`src/rtl/hrp_pkg.sv`:
```
package hrp_pkg;
  localparam int STAT_W = 8;

  localparam logic [7:0] CMD_RESET   = 8'h01;
  localparam logic [7:0] CMD_CTRL1   = 8'h10;
  localparam logic [7:0] CMD_CTRL2   = 8'h11;
  localparam logic [7:0] CMD_MOD     = 8'h12;
  localparam logic [7:0] CMD_IRQEN   = 8'h13;
  localparam logic [7:0] CMD_ATTEN   = 8'h14;
  localparam logic [7:0] CMD_TXDATA  = 8'h15;
  localparam logic [7:0] CMD_RXSYNC  = 8'h44;
  localparam logic [7:0] CMD_RD_STAT = 8'h80;
  localparam logic [7:0] CMD_RD_RXD  = 8'h81;

  typedef enum logic [2:0] {K_NONE, K_RESET, K_WR1, K_WR2, K_RD} cmd_kind_e;

  function automatic cmd_kind_e cmd_kind(input logic [7:0] c);
    case (c)
      CMD_RESET:                                              return K_RESET;
      CMD_CTRL1, CMD_CTRL2, CMD_IRQEN, CMD_ATTEN, CMD_TXDATA: return K_WR1;
      CMD_MOD, CMD_RXSYNC:                                    return K_WR2;
      CMD_RD_STAT, CMD_RD_RXD:                                return K_RD;
      default:                                                return K_NONE;
    endcase
  endfunction
endpackage

```
`src/rtl/hrp_sync.sv`:
```
module hrp_sync #(
  parameter int         W       = 1,
  parameter int         STAGES  = 2,
  parameter logic [W-1:0] RST_VAL = '0
) (
  input  logic         clk_i,
  input  logic         rst_ni,
  input  logic [W-1:0] d_i,
  output logic [W-1:0] q_o
);
  logic [STAGES-1:0][W-1:0] pipe;

  always_ff @(posedge clk_i or negedge rst_ni) begin
    if (!rst_ni) pipe <= {STAGES{RST_VAL}};
    else         pipe <= {pipe[STAGES-2:0], d_i};
  end

  assign q_o = pipe[STAGES-1];
endmodule

```
`src/rtl/hrp_frame.sv`:
```
module hrp_frame
  import hrp_pkg::*;
(
  input  logic              clk_i,
  input  logic              rst_ni,
  input  logic              cs_act_i,
  input  logic              sck_rise_i,
  input  logic              sck_fall_i,
  input  logic              sdi_i,
  input  logic [STAT_W-1:0] status_i,
  input  logic [7:0]        rxd_i,
  output logic              wr_o,
  output logic [7:0]        wr_cmd_o,
  output logic [15:0]       wr_data_o,
  output logic              rst_cmd_o,
  output logic              rd_done_o,
  output logic              rd_status_o,
  output logic [7:0]        rd_mask_o,
  output logic              reply_d_o,
  output logic              reply_oe_o
);
  typedef enum logic [2:0] {S_IDLE, S_CMD, S_DATA, S_REPLY, S_HOLD} state_e;

  state_e      state;
  logic [3:0]  cnt;
  logic [15:0] sh;
  logic [7:0]  cmd_q;
  logic        two_q;
  logic [7:0]  reply_q;
  logic [2:0]  idx;
  logic [7:0]  cmd_now;
  logic [15:0] sh_now;
  logic [3:0]  last;

  assign sh_now  = {sh[14:0], sdi_i};
  assign cmd_now = sh_now[7:0];
  assign last    = two_q ? 4'd15 : 4'd7;

  always_ff @(posedge clk_i or negedge rst_ni) begin
    if (!rst_ni) begin
      state       <= S_IDLE;
      cnt         <= '0;
      sh          <= '0;
      cmd_q       <= '0;
      two_q       <= 1'b0;
      reply_q     <= '0;
      idx         <= '0;
      wr_o        <= 1'b0;
      wr_cmd_o    <= '0;
      wr_data_o   <= '0;
      rst_cmd_o   <= 1'b0;
      rd_done_o   <= 1'b0;
      rd_status_o <= 1'b0;
    end else begin
      wr_o      <= 1'b0;
      rst_cmd_o <= 1'b0;
      rd_done_o <= 1'b0;
      if (!cs_act_i) begin
        state <= S_IDLE;
      end else begin
        case (state)
          S_IDLE: begin
            state <= S_CMD;
            cnt   <= '0;
          end
          S_CMD: if (sck_rise_i) begin
            sh  <= sh_now;
            cnt <= cnt + 4'd1;
            if (cnt == 4'd7) begin
              cmd_q <= cmd_now;
              cnt   <= '0;
              case (cmd_kind(cmd_now))
                K_RESET: begin rst_cmd_o <= 1'b1; state <= S_HOLD; end
                K_WR1:   begin two_q <= 1'b0; state <= S_DATA; end
                K_WR2:   begin two_q <= 1'b1; state <= S_DATA; end
                K_RD: begin
                  rd_status_o <= (cmd_now == CMD_RD_STAT);
                  reply_q     <= (cmd_now == CMD_RD_STAT) ? status_i : rxd_i;
                  idx         <= '0;
                  state       <= S_REPLY;
                end
                default: state <= S_HOLD;
              endcase
            end
          end
          S_DATA: if (sck_rise_i) begin
            sh  <= sh_now;
            cnt <= cnt + 4'd1;
            if (cnt == last) begin
              wr_o      <= 1'b1;
              wr_cmd_o  <= cmd_q;
              wr_data_o <= two_q ? sh_now : {8'h00, sh_now[7:0]};
              state     <= S_HOLD;
            end
          end
          S_REPLY: begin
            if (sck_rise_i) begin
              cnt <= cnt + 4'd1;
              if (cnt == 4'd7) begin
                rd_done_o <= 1'b1;
                state     <= S_HOLD;
              end
            end
            if (sck_fall_i) idx <= cnt[2:0];
          end
          default: ;
        endcase
      end
    end
  end

  assign rd_mask_o  = reply_q;
  assign reply_d_o  = reply_q[3'd7 - idx];
  assign reply_oe_o = (state == S_REPLY) && cs_act_i;
endmodule

```
`src/rtl/hrp_regs.sv`:
```
module hrp_regs
  import hrp_pkg::*;
(
  input  logic              clk_i,
  input  logic              rst_ni,
  input  logic              wr_i,
  input  logic [7:0]        wr_cmd_i,
  input  logic [15:0]       wr_data_i,
  input  logic              rst_cmd_i,
  input  logic              rd_done_i,
  input  logic              rd_status_i,
  input  logic [STAT_W-1:0] rd_mask_i,
  input  logic [STAT_W-1:0] status_set_i,
  output logic [7:2]        ctrl1_o,
  output logic [4:0]        ctrl2_o,
  output logic [STAT_W-1:0] irq_en_o,
  output logic [7:0]        atten_o,
  output logic [15:0]       mod_o,
  output logic [15:0]       rxsync_o,
  output logic [7:0]        txdata_o,
  output logic              tx_load_o,
  output logic [STAT_W-1:0] status_o
);
  logic [STAT_W-1:0] clr;
  assign clr = (rd_done_i && rd_status_i) ? rd_mask_i : '0;

  always_ff @(posedge clk_i or negedge rst_ni) begin
    if (!rst_ni) begin
      ctrl1_o   <= '0;
      ctrl2_o   <= '0;
      irq_en_o  <= '0;
      atten_o   <= '0;
      mod_o     <= '0;
      rxsync_o  <= '0;
      txdata_o  <= '0;
      tx_load_o <= 1'b0;
      status_o  <= '0;
    end else begin
      tx_load_o <= 1'b0;
      if (rst_cmd_i) begin
        ctrl1_o  <= '0;
        ctrl2_o  <= '0;
        irq_en_o <= '0;
        atten_o  <= '0;
        mod_o    <= '0;
        status_o <= '0;
      end else begin
        status_o <= (status_o & ~clr) | status_set_i;
        if (wr_i) begin
          case (wr_cmd_i)
            CMD_CTRL1:  ctrl1_o  <= wr_data_i[7:2];
            CMD_CTRL2:  ctrl2_o  <= wr_data_i[4:0];
            CMD_IRQEN:  irq_en_o <= wr_data_i[STAT_W-1:0];
            CMD_ATTEN:  atten_o  <= wr_data_i[7:0];
            CMD_MOD:    mod_o    <= wr_data_i;
            CMD_RXSYNC: rxsync_o <= wr_data_i;
            CMD_TXDATA: begin
              txdata_o  <= wr_data_i[7:0];
              tx_load_o <= 1'b1;
            end
            default: ;
          endcase
        end
      end
    end
  end
endmodule

```
`src/rtl/hrp_enables.sv`:
```
module hrp_enables
  import hrp_pkg::*;
(
  input  logic [7:2]        ctrl1_i,
  input  logic              tone_req_i,
  input  logic [STAT_W-1:0] status_i,
  input  logic [STAT_W-1:0] irq_en_i,
  output logic              amp1_en_o,
  output logic              amp2_en_o,
  output logic              audio_en_o,
  output logic              ffsk_rx_en_o,
  output logic              ffsk_tx_en_o,
  output logic              tone_en_o,
  output logic              sync_std_o,
  output logic              irq_pull_o
);
  logic rx_req, tx_req;
  assign rx_req = ctrl1_i[4];
  assign tx_req = ctrl1_i[3];

  assign amp1_en_o    = ctrl1_i[7];
  assign amp2_en_o    = ctrl1_i[6];
  assign audio_en_o   = ctrl1_i[5];
  assign sync_std_o   = ctrl1_i[2];
  // conflicting requests cancel each other pairwise
  assign ffsk_rx_en_o = rx_req & ~tx_req;
  assign ffsk_tx_en_o = tx_req & ~rx_req & ~tone_req_i;
  assign tone_en_o    = tone_req_i & ~tx_req;
  assign irq_pull_o   = |(status_i & irq_en_i);
endmodule

```
`src/rtl/host_reg_port.sv`:
```
module host_reg_port
  import hrp_pkg::*;
#(
  parameter int SYNC_STAGES = 2
) (
  input  logic              clk_i,
  input  logic              rst_ni,
  input  logic              sclk_i,
  input  logic              sdi_i,
  input  logic              csn_i,
  output logic              reply_d_o,
  output logic              reply_oe_o,
  output logic              irq_pull_o,
  input  logic [STAT_W-1:0] status_set_i,
  input  logic [7:0]        rx_data_i,
  output logic              amp1_en_o,
  output logic              amp2_en_o,
  output logic              audio_en_o,
  output logic              ffsk_rx_en_o,
  output logic              ffsk_tx_en_o,
  output logic              tone_en_o,
  output logic              sync_std_o,
  output logic [3:0]        tone_code_o,
  output logic [7:0]        atten_o,
  output logic [15:0]       mod_level_o,
  output logic [15:0]       rx_sync_o,
  output logic [7:0]        tx_data_o,
  output logic              tx_load_o
);
  logic [2:0] sync_q;
  logic       sck_s, sck_d, sdi_s, cs_act, sck_rise, sck_fall;

  hrp_sync #(.W(3), .STAGES(SYNC_STAGES), .RST_VAL(3'b100)) u_sync (
    .clk_i(clk_i), .rst_ni(rst_ni),
    .d_i({csn_i, sclk_i, sdi_i}), .q_o(sync_q)
  );

  assign cs_act = ~sync_q[2];
  assign sck_s  = sync_q[1];
  assign sdi_s  = sync_q[0];

  always_ff @(posedge clk_i or negedge rst_ni) begin
    if (!rst_ni) sck_d <= 1'b0;
    else         sck_d <= sck_s;
  end
  assign sck_rise = sck_s & ~sck_d;
  assign sck_fall = ~sck_s & sck_d;

  logic              wr, rst_cmd, rd_done, rd_status;
  logic [7:0]        wr_cmd, rd_mask;
  logic [15:0]       wr_data;
  logic [STAT_W-1:0] status, irq_en;
  logic [7:2]        ctrl1;
  logic [4:0]        ctrl2;

  hrp_frame u_frame (
    .clk_i(clk_i), .rst_ni(rst_ni), .cs_act_i(cs_act),
    .sck_rise_i(sck_rise), .sck_fall_i(sck_fall), .sdi_i(sdi_s),
    .status_i(status), .rxd_i(rx_data_i),
    .wr_o(wr), .wr_cmd_o(wr_cmd), .wr_data_o(wr_data), .rst_cmd_o(rst_cmd),
    .rd_done_o(rd_done), .rd_status_o(rd_status), .rd_mask_o(rd_mask),
    .reply_d_o(reply_d_o), .reply_oe_o(reply_oe_o)
  );

  hrp_regs u_regs (
    .clk_i(clk_i), .rst_ni(rst_ni),
    .wr_i(wr), .wr_cmd_i(wr_cmd), .wr_data_i(wr_data), .rst_cmd_i(rst_cmd),
    .rd_done_i(rd_done), .rd_status_i(rd_status), .rd_mask_i(rd_mask),
    .status_set_i(status_set_i),
    .ctrl1_o(ctrl1), .ctrl2_o(ctrl2), .irq_en_o(irq_en), .atten_o(atten_o),
    .mod_o(mod_level_o), .rxsync_o(rx_sync_o), .txdata_o(tx_data_o),
    .tx_load_o(tx_load_o), .status_o(status)
  );

  assign tone_code_o = ctrl2[3:0];

  hrp_enables u_en (
    .ctrl1_i(ctrl1), .tone_req_i(ctrl2[4]), .status_i(status), .irq_en_i(irq_en),
    .amp1_en_o(amp1_en_o), .amp2_en_o(amp2_en_o), .audio_en_o(audio_en_o),
    .ffsk_rx_en_o(ffsk_rx_en_o), .ffsk_tx_en_o(ffsk_tx_en_o),
    .tone_en_o(tone_en_o), .sync_std_o(sync_std_o), .irq_pull_o(irq_pull_o)
  );
endmodule

```
`config.mk`:
```
export PLATFORM = sky130hd
export DESIGN_NAME = host_reg_port
export DESIGN_NICKNAME = d
export VERILOG_FILES = /design/src/rtl/hrp_pkg.sv /design/src/rtl/hrp_sync.sv /design/src/rtl/hrp_frame.sv /design/src/rtl/hrp_regs.sv /design/src/rtl/hrp_enables.sv /design/src/rtl/host_reg_port.sv
export SDC_FILE = /design/constraint.sdc
export NUM_CORES = 1
export LEC_CHECK = 0
export CORE_MARGIN = 5
export CORE_UTILIZATION = 55
export CTS_CLUSTER_DIAMETER = 80
export DETAILED_ROUTE_END_ITERATION = 8
export DONT_BUFFER_PORTS = 1
export MAX_ROUTING_LAYER = met4
export PLACE_DENSITY = 0.8
export SLEW_MARGIN = 20
export SYNTH_ARGS = -nofsm -noshare
export SYNTH_HDL_FRONTEND = slang
export SYNTH_SLANG_ARGS = --single-unit
export TNS_END_PERCENT = 30
```
`constraint.sdc`:
```
create_clock -name clk_i -period 2.33 [get_ports clk_i]
set_input_delay 0.466 -clock clk_i [delete_from_list [all_inputs] [get_ports clk_i]]
set_output_delay 0.466 -clock clk_i [all_outputs]
set_load 0.01 [all_outputs]
```
-- Word level (Yosys, flattened, before mapping)
Index checks and enable logic that the tools add are counted.
W data, S select, Z words.
- bits of input ports: 21
- output and inout bits: 63
- register bits: 153
- multiplexer cells: 62
- eq/ne operators: 37
- bitwise logic cells: 17
- $add $sub $neg: 2
- reduce and logical (&&, ||, !) cells: 35
- order comparisons: 1
- operators with widths (operator ; count):
    $eq A8 B5 Y1 const B ; 12
    $mux W8 ; 9
    $mux W16 ; 4
    $mux W3 ; 15
    $pmux W3 S4 ; 2
    $mux W6 ; 3
    $mux W1 ; 17
    $and A8 B8 Y8 ; 2
    $eq A8 B7 Y1 const B ; 2
    $eq A8 B8 Y1 const B ; 2
    $mux W4 ; 4
    $reduce_bool A2 Y1 ; 8
    $mux W5 ; 3
    $eq A3 B2 Y1 const B ; 4
    $pmux W3 S2 ; 2
    $pmux W4 S3 ; 1
    $reduce_and A4 Y1 ; 3
    $reduce_and A2 Y1 ; 5
    $reduce_and A5 Y1 ; 2
    $reduce_or A2 Y1 ; 5
    $ne A3 B2 Y1 const B ; 3
    $ne A3 B3 Y1 const B ; 3
    $reduce_and A3 Y1 ; 3
    $eq A8 B1 Y1 const B ; 1
    23 further kinds ; 39

-- Depth between registers and ports, before layout
- word-level depth: 14
- gate-level depth with buffers: 7
- gate-level depth less buffers: 5

-- Modules after synthesis
From an unflattened synthesis, not the netlist that was laid out.
- cell total of the unflattened synthesis: 548
- area total of the unflattened synthesis: 6795.3 um^2
- by module, submodules not included (module ; seq. area each (um^2) ; area each (um^2) ; instances ; cells an instance):
    hrp_regs ; 1901.8 ; 3345.7 ; 1 ; 255
    hrp_frame ; 1751.7 ; 3144.3 ; 1 ; 268
    hrp_sync ; 152.6 ; 175.2 ; 1 ; 9
    hrp_enables ; 0.0 ; 86.3 ; 1 ; 12
    host_reg_port ; 25.0 ; 43.8 ; 1 ; 4

-- Worst setup path after synthesis
Ideal clock, no wire load.
- kind: flip-flop to flip-flop
- from: register u_frame.sh[5]
- to: register u_frame.idx[0]
- required time: 2.205 ns
- arrival time: 1.823 ns
- library setup time: 0.125 ns
- path slack: 0.383 ns
- cell stages (with the launch flop): 6
- path through: dfrtp_1 > clkbuf_1 > nor4_1 > nand4_1 > a2111oi_2 > mux2_2
- longest elaborated chain between the ends: 10
- elaborated cells between the ends (all ways): 21
- RTL lines (what ; line ; source):
    start: declaration ; hrp_frame.sv:26 ; logic [15:0] sh;
    start signal: assignment ; hrp_frame.sv:67 ; sh <= sh_now;
    start signal: assignment ; hrp_frame.sv:87 ; sh <= sh_now;
    $eq A8 B5 Y1 (tied with other cells) ; hrp_pkg.sv:18 ; case (c)
    $reduce_or A5 Y1 or $reduce_or A2 Y1 (tied branches) ; hrp_pkg.sv:18 ;
    $pmux W3 S4 * ; hrp_pkg.sv:18 ;
    $mux W3 * ; hrp_frame.sv:69 ; if (cnt == 4'd7) begin
    $mux W3 * ; hrp_frame.sv:66 ; S_CMD: if (sck_rise_i) begin
    $mux W3 * ; hrp_frame.sv:61 ; case (state)
    $mux W3 * ; hrp_frame.sv:58 ; if (!cs_act_i) begin
    $eq A3 B3 Y1 * ; hrp_frame.sv:72 ; case (cmd_kind(cmd_now))
    $ne A2 B1 Y1 (no line) * ; -- ;
    $reduce_and A6 Y1 (no line) * ; -- ;
    end signal: assignment ; hrp_frame.sv:104 ; if (sck_fall_i) idx <= cnt[2:0];
    end: declaration ; hrp_frame.sv:30 ; logic [2:0] idx;
Every way passes the cells marked *; elsewhere a longest branch is shown, timed or not. The select of a mux whose other input is x is not followed.
A chain may end at the register's enable or synchronous reset.

-- Worst setup path in the final report
- from: register u_frame.state[1]
- to: output reply_oe_o
- longest elaborated chain between the ends: 2
- RTL lines (what ; line ; source):
    start: declaration ; hrp_frame.sv:24 ; state_e state;
    start signal: assignment ; hrp_frame.sv:41 ; state <= S_IDLE;
    start signal: assignment ; hrp_frame.sv:59 ; state <= S_IDLE;
    start signal: assignment ; hrp_frame.sv:63 ; state <= S_CMD;
    $eq A3 B2 Y1 ; hrp_frame.sv:114 ; assign reply_oe_o = (state == S_REPLY) && cs_act_i;
    $logic_and A1 B1 Y1 ; hrp_frame.sv:114 ;
    end: declaration ; host_reg_port.sv:12 ; output logic reply_oe_o,
Every way passes these cells.

==> out/metrics.yaml <==
timing:
  finalHoldViolCount: 151
  clock-skew-final_ns: 0.00699
  min_period_over_period: 0.917
  max_clock_freq_mhz: 468
  maxSlewHeadroom: 0.610
  rsz0062_at_grt: "false"
  whs_ns: -0.254
  min_period_ns: 2.14
  setup_tns_ns: 0
  tightestPinTransition_ns: 0.584
  slew_viol_final: 0
  final-setup-viol-count: 0
pwr:
  powerDensity_nw_per_um2: 829
  clkPwrFrac: 0.464
  power.total_mw: 6.09
  p_sw_mw: 1.40
  internal_power_mw: 4.69
  p_leak_nw: 3.73
  seqPwrFrac: 0.466
  ir_drop_v: 0.000355
  pwr-share-comb: 0.070
  switching_share: 0.230
finish:
  syn_to_final_growth_pct: 11.8
  drive_above_1_share: 0.215
  fin_nets: 552
  nFillCells: 873
  diodes: 0
synthesis:
  ys_ff_latch: 153
  synthArstFlopShare: 1.00
  syn_inst: 527
  synth_flop_cell: "dfrtp_1"
  yosysMostFrequentCell: "dfrtp_1"
  yosysWarnings: 0
  yosysSeqAreaShare: 0.583
  synth.distinct_cells: 58
  synthesis.nets: 549
  syn_area_um2: 6570
  synthTopCellsByArea: "dfrtp_1 57%, mux2i_1 7.8%, mux2_2 7.7%"
  synth_edf_count: 0
  yosysTopAreaCell: "dfrtp_1"
  syn_avg_cell_area_um2: 12.5
  ys_top_cells_by_count: "151 x dfrtp_1, 62 x nor2_1, 51 x mux2i_1, 45 x mux2_2, 32 x nand2_1"
  yosysTopAreaCellShare: 0.575
worst_setup_path:
  cp-start-kind: "flop"
  worstSetupPathType: "reg -> out"
  cpLargestDelayFamily: "simple AND/OR/NAND/NOR gates"
  path_cells: "buf_4 > nor2b_2 > nand2_1 > nor2_1"
  cp_num_buf_inv: 1
  slowest_stage: "dfrtp_1"
  crit_fanout: 7
  max_stage_delay_ns: 0.45
  worstPathRequired_ns: 1.86
  cp.arrival_ns: 1.67
  end_kind: "output port"
grt:
  grt_pass1_vias: 4334
  antenna_found_initial: 0
  gr-total-overflow: 0
  grt_usage: 0.212
  grt_start_max_net_pins: 154
  grt_pass1_wl_um: 23200
cts:
  cts-root-buf: "clkbuf_16"
  tritoncts: "built"
  cts_setup_buffers: 0
  cts_buffers: 17
  clk_latency_ns: 0.42
  path_clk_slew_ns: 0.06
  htreeDepth: 4
  clockBufferDepth: 2
  cts.sinks: 153
routing:
  drtIter0Drc: 310
  drt_wl_total_um: 13900
  routed-via-count: 4133
  remaining_drc_errors: 0
  wl_per_cell_um: 20.1
  ant_nets: 0
  drtPass1Iterations: 4
  via_per_inst: 5.99
floorplan:
  coreArea_um2: 11900
  rows: 40
  die_w_um: 119
  dieArea_um2: 14200
  io_pins: 84
  die_h_um: 119
  initial_core_util: 0.554
job:
  maxCapViolations: 0
placed_design:
  io_buffers: 0
  gp_congestion: 0.859
  dpl.hpwl_um: 9240
outcome:
  violations: "hold timing"
  status: "finished, violations left"
hold_path:
  min_path_type: "in -> async"
per-layer routing:
metal	wire [um]	track usage
met1	5870	0.258
met2	7160	0.345
met3	614	0.0551
met4	255	0.0737
met5	0	-
placed cells by master (no fill, tap or decap), types with 3 or more instances in the layout:
cell,synthesis,final
o21ai_0,31,31
nor2_1,62,62
nand3b_1,3,3
clkbuf_16,0,17
a21oi_1,11,11
mux2_4,10,10
nand2b_1,4,4
nand2_1,32,32
inv_1,3,3
nor3b_1,6,6
dfrtp_1,151,151
nor2b_1,6,5
bufinv_16,0,3
mux2_2,45,45
nand4_1,5,5
a22oi_1,4,4
buf_4,1,15
mux2_1,14,14
mux2i_1,51,51
clkbuf_8,0,3
clkinv_2,0,3
and3_1,3,3
nor3_1,3,3
nand4b_1,3,3
flip-flops by register name, indices dropped and copies added (netlist names), 6 cells and up:
signal             count
u_frame.wr_data_o     16
u_regs.mod_o          16
u_regs.rxsync_o       16
u_frame.sh            15
u_frame.cmd_q          8
u_frame.rd_mask_o      8
u_frame.wr_cmd_o       8
u_regs.atten_o         8
u_regs.irq_en_o        8
u_regs.status_o        8
u_regs.txdata_o        8
u_regs.ctrl1_o         6
power groups by stage:
stage,sequential [mW],combinational (mW),clock [mW]
final,2.84,0.425,2.83
after global routing,2.86,0.477,3.00
after CTS,2.84,0.412,2.88
after detailed placement,2.89,0.406,0
after global placement,2.88,0.394,0
after floorplan,2.82,0.351,0
path summary, 6_finish.rpt:
check / from / to / slack [ns] / cells after the start
max in group asynchronous: rst_ni / u_sync.q_o[2] / 2.30 / 0
worst max register to register: u_frame.cnt[0] / u_frame.idx[2] / 0.20 / 5
worst max-delay path: u_frame.state[1] / reply_oe_o / 0.19 / 4
worst min-delay path: rst_ni / u_regs.status_o[1] / -0.25 / 0
min in group clk_i: csn_i / u_sync.pipe[2] / 0.04 / 0
worst min register to register: u_sync.pipe[1] / u_sync.q_o[1] / 0.35 / 0
per-stage QoR:
step,worst slack (ns),area [um2],util,std cells
finish,0.193,7350,0.620,690
global route,0.0165,7350,0.620,690
CTS,0.0350,7330,0.618,690
detailed placement,0.154,6720,0.566,658
global placement,0.250,6720,0.566,658
floorplan,0.383,6570,-,527
worst reg2reg max path: stages (launching register included):
cell	delay (ns)
dfrtp_1	0.39
ha_1	0.24
and3b_1	0.31
nand4_1	0.19
a2111oi_4	0.50
mux2_2	0.39
cell families after synthesis:
family	synth area share
flip-flops	0.583
AND/OR/NAND/NOR	0.120
multiplexers	0.208
AO/OA/AOI/OAI	0.0563
buffers and inverters	0.0247
XOR/XNOR	0.00533
adder cells (fa/ha/maj)	0.00190
final cells by class:
type | count | area, um2 | area share
tap | 147 | 184 | 0.0250
multi-input combinational | 340 | 2600 | 0.354
sequential | 153 | 3830 | 0.521
clock inverter | 10 | 139 | 0.0189
clock buffer | 22 | 474 | 0.0645
timing repair buffer | 15 | 113 | 0.0153
inverter | 3 | 11.3 | 0.00153
timing repair:
action                     in CTS  in global routing
hold endpoints to repair      153                153
gates resized for setup         0                  3
setup endpoints to repair       0                  5
(Power assumes the default switching activity.)
